===== src/rtl/tlb_pkg.sv =====
package tlb_pkg;

  typedef enum logic [1:0] {
    PG_4K  = 2'b00,
    PG_2M  = 2'b01,
    PG_1G  = 2'b10,
    PG_BAD = 2'b11
  } pg_size_e;

  localparam int OFF_4K = 12;
  localparam int OFF_2M = 21;
  localparam int OFF_1G = 30;

  // page-number bits that a larger page leaves untranslated
  localparam int SPAN_2M = OFF_2M - OFF_4K;
  localparam int SPAN_1G = OFF_1G - OFF_4K;

endpackage


===== src/rtl/tlb_slot.sv =====
module tlb_slot
  import tlb_pkg::*;
#(
  parameter int VPN_W = 36,
  parameter int PFN_W = 28
) (
  input  logic             clk,
  input  logic             rst_n,
  input  logic             clr,
  input  logic             we,
  input  logic [VPN_W-1:0] wr_vpn,
  input  logic [PFN_W-1:0] wr_pfn,
  input  pg_size_e         wr_size,
  input  logic [VPN_W-1:0] q_vpn,
  output logic             match,
  output logic [PFN_W-1:0] frame,
  output pg_size_e         size
);

  logic             vld;
  logic [VPN_W-1:0] vpn_q;
  logic [PFN_W-1:0] pfn_q;
  pg_size_e         size_q;

  always_ff @(posedge clk or negedge rst_n) begin
    if (!rst_n) begin
      vld    <= 1'b0;
      vpn_q  <= '0;
      pfn_q  <= '0;
      size_q <= PG_4K;
    end else if (clr) begin
      vld <= 1'b0;
    end else if (we) begin
      vld    <= 1'b1;
      vpn_q  <= wr_vpn;
      pfn_q  <= wr_pfn;
      size_q <= wr_size;
    end
  end

  logic eq_hi_1g, eq_mid_2m, eq_lo_4k;
  assign eq_hi_1g  = (q_vpn[VPN_W-1:SPAN_1G]   == vpn_q[VPN_W-1:SPAN_1G]);
  assign eq_mid_2m = (q_vpn[SPAN_1G-1:SPAN_2M] == vpn_q[SPAN_1G-1:SPAN_2M]);
  assign eq_lo_4k  = (q_vpn[SPAN_2M-1:0]       == vpn_q[SPAN_2M-1:0]);

  always_comb begin
    match = 1'b0;
    frame = pfn_q;
    unique case (size_q)
      PG_4K: begin
        match = vld && eq_hi_1g && eq_mid_2m && eq_lo_4k;
        frame = pfn_q;
      end
      PG_2M: begin
        match = vld && eq_hi_1g && eq_mid_2m;
        frame = {pfn_q[PFN_W-1:SPAN_2M], q_vpn[SPAN_2M-1:0]};
      end
      PG_1G: begin
        match = vld && eq_hi_1g;
        frame = {pfn_q[PFN_W-1:SPAN_1G], q_vpn[SPAN_1G-1:0]};
      end
      default: begin
        match = 1'b0;
        frame = pfn_q;
      end
    endcase
  end

  assign size = size_q;

endmodule


===== src/rtl/tlb_first_match.sv =====
module tlb_first_match #(
  parameter int N     = 16,
  localparam int IW   = (N > 1) ? $clog2(N) : 1
) (
  input  logic [N-1:0]  req,
  output logic          any,
  output logic [IW-1:0] idx
);

  always_comb begin
    any = 1'b0;
    idx = '0;
    for (int i = N - 1; i >= 0; i--) begin
      if (req[i]) begin
        any = 1'b1;
        idx = IW'(i);
      end
    end
  end

endmodule


===== src/rtl/tlb_rr_ptr.sv =====
module tlb_rr_ptr #(
  parameter int N   = 16,
  localparam int IW = (N > 1) ? $clog2(N) : 1
) (
  input  logic          clk,
  input  logic          rst_n,
  input  logic          clr,
  input  logic          adv,
  output logic [IW-1:0] ptr
);

  localparam logic [IW-1:0] LAST = IW'(N - 1);

  always_ff @(posedge clk or negedge rst_n) begin
    if (!rst_n)      ptr <= '0;
    else if (clr)    ptr <= '0;
    else if (adv)    ptr <= (ptr == LAST) ? '0 : ptr + 1'b1;
  end

endmodule


===== src/rtl/mixed_tlb.sv =====
module mixed_tlb
  import tlb_pkg::*;
#(
  parameter int VA_W    = 48,
  parameter int PA_W    = 40,
  parameter int ENTRIES = 16
) (
  input  logic                 clk,
  input  logic                 rst_n,
  input  logic                 flush,
  input  logic                 lk_valid,
  input  logic [VA_W-1:0]      lk_vaddr,
  output logic                 lk_hit,
  output logic                 lk_miss,
  output logic [PA_W-1:0]      lk_paddr,
  output logic [1:0]           lk_size,
  input  logic                 rf_valid,
  output logic                 rf_ready,
  input  logic [VA_W-13:0]     rf_vpn,
  input  logic [PA_W-13:0]     rf_pfn,
  input  logic [1:0]           rf_size
);

  localparam int VPN_W = VA_W - OFF_4K;
  localparam int PFN_W = PA_W - OFF_4K;
  localparam int IW    = (ENTRIES > 1) ? $clog2(ENTRIES) : 1;

  logic [VPN_W-1:0] q_vpn;
  logic [IW-1:0]    wr_ptr;
  logic             take;
  logic [ENTRIES-1:0] hit_vec;
  logic [PFN_W-1:0] frame_arr [ENTRIES];
  pg_size_e         size_arr  [ENTRIES];
  logic             any_hit;
  logic [IW-1:0]    win;

  assign q_vpn    = lk_vaddr[VA_W-1:OFF_4K];
  assign rf_ready = !flush;
  assign take     = rf_valid && rf_ready;

  tlb_rr_ptr #(.N(ENTRIES)) u_ptr (
    .clk(clk), .rst_n(rst_n), .clr(flush), .adv(take), .ptr(wr_ptr)
  );

  for (genvar g = 0; g < ENTRIES; g++) begin : g_slot
    tlb_slot #(.VPN_W(VPN_W), .PFN_W(PFN_W)) u_slot (
      .clk     (clk),
      .rst_n   (rst_n),
      .clr     (flush),
      .we      (take && (wr_ptr == IW'(g))),
      .wr_vpn  (rf_vpn),
      .wr_pfn  (rf_pfn),
      .wr_size (pg_size_e'(rf_size)),
      .q_vpn   (q_vpn),
      .match   (hit_vec[g]),
      .frame   (frame_arr[g]),
      .size    (size_arr[g])
    );
  end

  tlb_first_match #(.N(ENTRIES)) u_pick (
    .req(hit_vec), .any(any_hit), .idx(win)
  );

  always_comb begin
    lk_hit   = lk_valid && any_hit;
    lk_miss  = lk_valid && !any_hit;
    lk_paddr = '0;
    lk_size  = 2'b00;
    if (lk_hit) begin
      lk_paddr = {frame_arr[win], lk_vaddr[OFF_4K-1:0]};
      lk_size  = size_arr[win];
    end
  end

endmodule


===== config.mk =====
export PLATFORM = sky130hd
export DESIGN_NAME = mixed_tlb
export DESIGN_NICKNAME = d
export VERILOG_FILES = /design/src/rtl/tlb_pkg.sv /design/src/rtl/tlb_slot.sv /design/src/rtl/tlb_first_match.sv /design/src/rtl/tlb_rr_ptr.sv /design/src/rtl/mixed_tlb.sv
export SDC_FILE = /design/constraint.sdc
export NUM_CORES = 2
export LEC_CHECK = 0
export CAP_MARGIN = 10
export CORE_AREA = 2 2 258 515
export CTS_CLUSTER_SIZE = 14
export DETAILED_ROUTE_END_ITERATION = 10
export DIE_AREA = 0 0 260 517
export PLACE_DENSITY_LB_ADDON = 0.2
export REMOVE_ABC_BUFFERS = 1
export SKIP_LAST_GASP = 1
export SLEW_MARGIN = 20
export SYNTH_ARGS = -nofsm -noshare
export SYNTH_HDL_FRONTEND = slang
export SYNTH_SLANG_ARGS = --single-unit

===== constraint.sdc =====
create_clock -name clk -period 5.38 [get_ports clk]
set_input_delay 0.538 -clock clk [delete_from_list [all_inputs] [get_ports clk]]
set_output_delay 0.538 -clock clk [all_outputs]
set_load 0.05 [all_outputs]

==> flow_summary.yaml <==
status:
  status: "complete, but fails checks"
  violations: "negative setup slack"
finish:
  multi_input_area_mm2: 0.0301
  drive_gt1_share_pct: 41.4
  area_growth_pct: 23.8
  stdcell_area_mm2: 0.0707
  sequential_cell_area_mm2: 0.0269
  layout.nets: 5407
  fillers: 11068
  finish.utilization_pct: 54.2
placement:
  dp_hpwl_um: 141000
  gp_congestion: 1.03
  placed_area_mm2: 0.0643
  io_buffers: 163
yosys:
  synth-seq-cells: 1076
  synth_ff_type: "dfrtp_1"
  ys_warn_count: 0
  syn_avg_cell_area_um2: 12.0
  synth_area_mm2: 0.0571
  postSynthCellCount: 4767
  ys_seq_area_share_pct: 47.1
  synth.distinct_cells: 85
  synth-edff-count: 0
  async_reset_ff_share_pct: 100
worst_setup_path:
  end_kind: "output pin"
  worstPathCellList: "xor2_1, nor4_2, buf_4, a41oi_4, o41a_1, nor2_4, a2111oi_4, o311a_4, or2_4, buf_12, buf_12, mux2_4, o2bb2ai_2, a2111oi_4, buf_4, buf_12"
  cp-start-kind: "flip-flop"
  reg2reg_to: "g_slot[0].u_slot.pfn_q[5]$_DFFE_PN0P_"
  slowest_stage: "o41a_1"
  reg2reg_slack_ps: 2220
  path_depth: 16
  max_stage_delay_ps: 540
  startpoint: "g_slot[10].u_slot.vpn_q[5]$_DFFE_PN0P_"
  worstPathRequired_ps: 4840
  path_buf_inv: 5
  cp_data_arrival_time_ps: 4970
  critPathKind: "flip-flop to output pin"
  crit_top_cell: "buf_12"
  ff2ff_path_depth: 4
  crit_fanout: 7
  crit_family: "compound AO/OA/AOI/OAI gates"
  r2r_start: "u_ptr.ptr[2]$_DFFE_PN0P_"
timing:
  worst_slack_ps: -128
  clock_skew_ps: 45.0
  hold_violations: 0
  clock.fmax_mhz: 182
  fin_crit_sh_pct: 102
  finalSetupViolations: 18
  rsz0062_at_grt: "yes"
  drv_slew: 0
  fin_hold_ws_ps: 431
  fin_crit_ps: 5510
  tightest_slew_ps: 1240
  slew-limit-headroom_pct: 17.2
grt:
  overflow: 0
  grt_max_degree: 147
  grt_pass1_wl_um: 305000
  antenna_found_initial: 9
  grt_pass1_vias: 43259
  grt_use_total_pct: 31.2
floorplanning:
  die_h_um: 517
  initial_core_util_pct: 43.8
  dieArea_mm2: 0.134
  ios: 164
  die_w_um: 260
  row_count: 188
  core_mm2: 0.131
detailed_routing:
  first_pass_iters: 6
  vias: 42872
  wire_per_inst_um: 30.3
  first_iter_violations: 3680
  via_per_inst: 6.11
  drc: 0
  routed_wl_um: 213000
  ant_nets: 0
clock_network:
  cts_buffers: 101
  clk_path_buf_depth: 3
  cts_tree: "done"
  clk_pin_slew_ps: 70
  clk_latency_ps: 750
  cts_root_buffer: "clkbuf_16"
  htreeDepth: 3
  cts.sinks: 1076
power:
  leakage_nw: 32.7
  power_mw: 20.2
  irDropWorstVdd_v: 0.000292
  power_density_mw_per_mm2: 285
run:
  max-cap-violations: 0
min_path:
  min_path_type: "input port to asynchronous set/reset pin"
==> through the flow <==
stage / worst slack (ps) / cells / TNS, ps
final: -128 / 7016 / -1470
after global placement: -680 / 6754 / -16050
after detailed placement: -552 / 6754 / -13850
after global routing: -246 / 7011 / -4130
after floorplan: -3440 / 4359 / -97050
after CTS: -150 / 6957 / -2380
==> worst reg2reg max path: cells and delay by family (launching register included) <==
kind,cells,cell delay (ps)
and+or+nand+nor,2,1530
buffers and inverters,1,760
muxes,1,320
DFF,1,450
==> where the power goes <==
part           leakage (nW)  switching (mW)  internal (mW)  total (mW)
Clock                  1.73            3.38           4.37        7.75
Combinational          16.4            1.91           1.46        3.37
Sequential             14.5           0.374           8.65        9.03
Total                  32.7            5.67           14.5        20.2
==> layout make-up <==
class / instances / area share [%]
tap: 1710 / 3.03
timing repair buffer: 758 / 11.1
sequential: 1076 / 38.1
multi-input combinational: 3226 / 42.5
clock inverter: 38 / 0.777
inverter: 57 / 0.303
clock buffer: 144 / 4.19
antenna: 7 / 0.0248
==> kinds of logic (layout without fill, tap and decap cells) <==
family          Yosys count  after routing  share of synthesized area, %
flops                  1076           1076                          47.1
compound gates          665            665                          8.46
fa+ha+maj                68             68                          1.49
other cells               0              7                             0
mux                    1187           1187                          23.3
simple gates            728            728                          7.23
xor+xnor                578            578                          8.86
buf+inv                 465            997                          3.54
==> layer usage <==
layer	GRT usage (%)	wire length, µm	share of wire, %	vias to the layer above
met3	4.66	14300	6.7	497
met5	0	44	0.021	-
met1	41.9	88300	42	22342
li1	-	-	-	18082
met2	48.5	97300	46	1945
met4	16.5	12700	6.0	6
==> cells in the mapped netlist (all sizes together) (7+ instances only) <==
library cell | instances | area share [%]
mux2 | 1108 | 22
dfrtp | 1076 | 47
xor2 | 346 | 5.3
clkbuf | 240 | 1.6
xnor2 | 232 | 3.6
buf | 168 | 1.6
a21oi | 158 | 1.4
a22oi | 119 | 1.6
nor2b | 116 | 1.3
nor2 | 114 | 0.75
nor4 | 105 | 1.1
nand4 | 89 | 0.97
mux2i | 79 | 1.4
nand2 | 78 | 0.52
o21ai | 76 | 0.67
ha | 68 | 1.5
inv | 53 | 0.35
a221oi | 44 | 0.67
nand3 | 40 | 0.35
nor3 | 37 | 0.32
and2 | 36 | 0.39
a2111oi | 27 | 0.62
nand2b | 27 | 0.30
o22ai | 26 | 0.28
a211oi | 23 | 0.30
o221ai | 22 | 0.34
a31oi | 21 | 0.23
a221o | 18 | 0.32
or2 | 15 | 0.16
a2111o | 13 | 0.26
a21o | 12 | 0.16
a41oi | 12 | 0.18
o2111ai | 12 | 0.18
o2bb2ai | 12 | 0.19
or3 | 12 | 0.13
nand3b | 11 | 0.14
o211ai | 11 | 0.14
nand4bb | 10 | 0.20
a21bo | 9 | 0.16
a22o | 9 | 0.14
nor4bb | 9 | 0.16
a41o | 8 | 0.14
or4 | 7 | 0.092
==> how the worst max path moves through the flow <==
stage,end,slack [ps]
global placement,lk_paddr[38],-680
CTS,lk_paddr[20],-150
global route,lk_paddr[27],-250
floorplan,lk_paddr[34],-3440
detailed placement,lk_paddr[22],-550
finish,lk_paddr[27],-130
==> cell usage in the layout (no fill, tap or decap), drive strengths merged, types with 27 or more instances in the layout <==
cell and count:
clkdlybuf4s50 96, clkbuf 153, nor2b 116, and2 36, nor2 114, nand4 89, a22oi 119, dfrtp 1076
a21oi 158, o21ai 76, xnor2 232, nand2b 27, a2111oi 27, buf 645, xor2 346, nand3 40
a221oi 44, mux2 1108, mux2i 79, nor4 105, nand2 78, nor3 37, inv 57, ha 68
==> flip-flops by register name (all words and copies together) (netlist names) <==
| signal | cells |
|---|---|
| g_slot.u_slot.vld | 16 |
| g_slot.u_slot.size | 32 |
| g_slot.u_slot.vpn_q | 576 |
| g_slot.u_slot.pfn_q | 448 |
| u_ptr.ptr | 4 |
==> repair_timing <==
item | CTS | global route
pin swaps | 73 | 95
hold buffers | 1 | 0
cloned | 9 | 9
hold endpoints to repair | 71 | 0
setup buffers | 12 | 48
endpoints found under the setup margin | 43 | 42
gates resized for setup | 179 | 160
(Power assumes the default switching activity.)
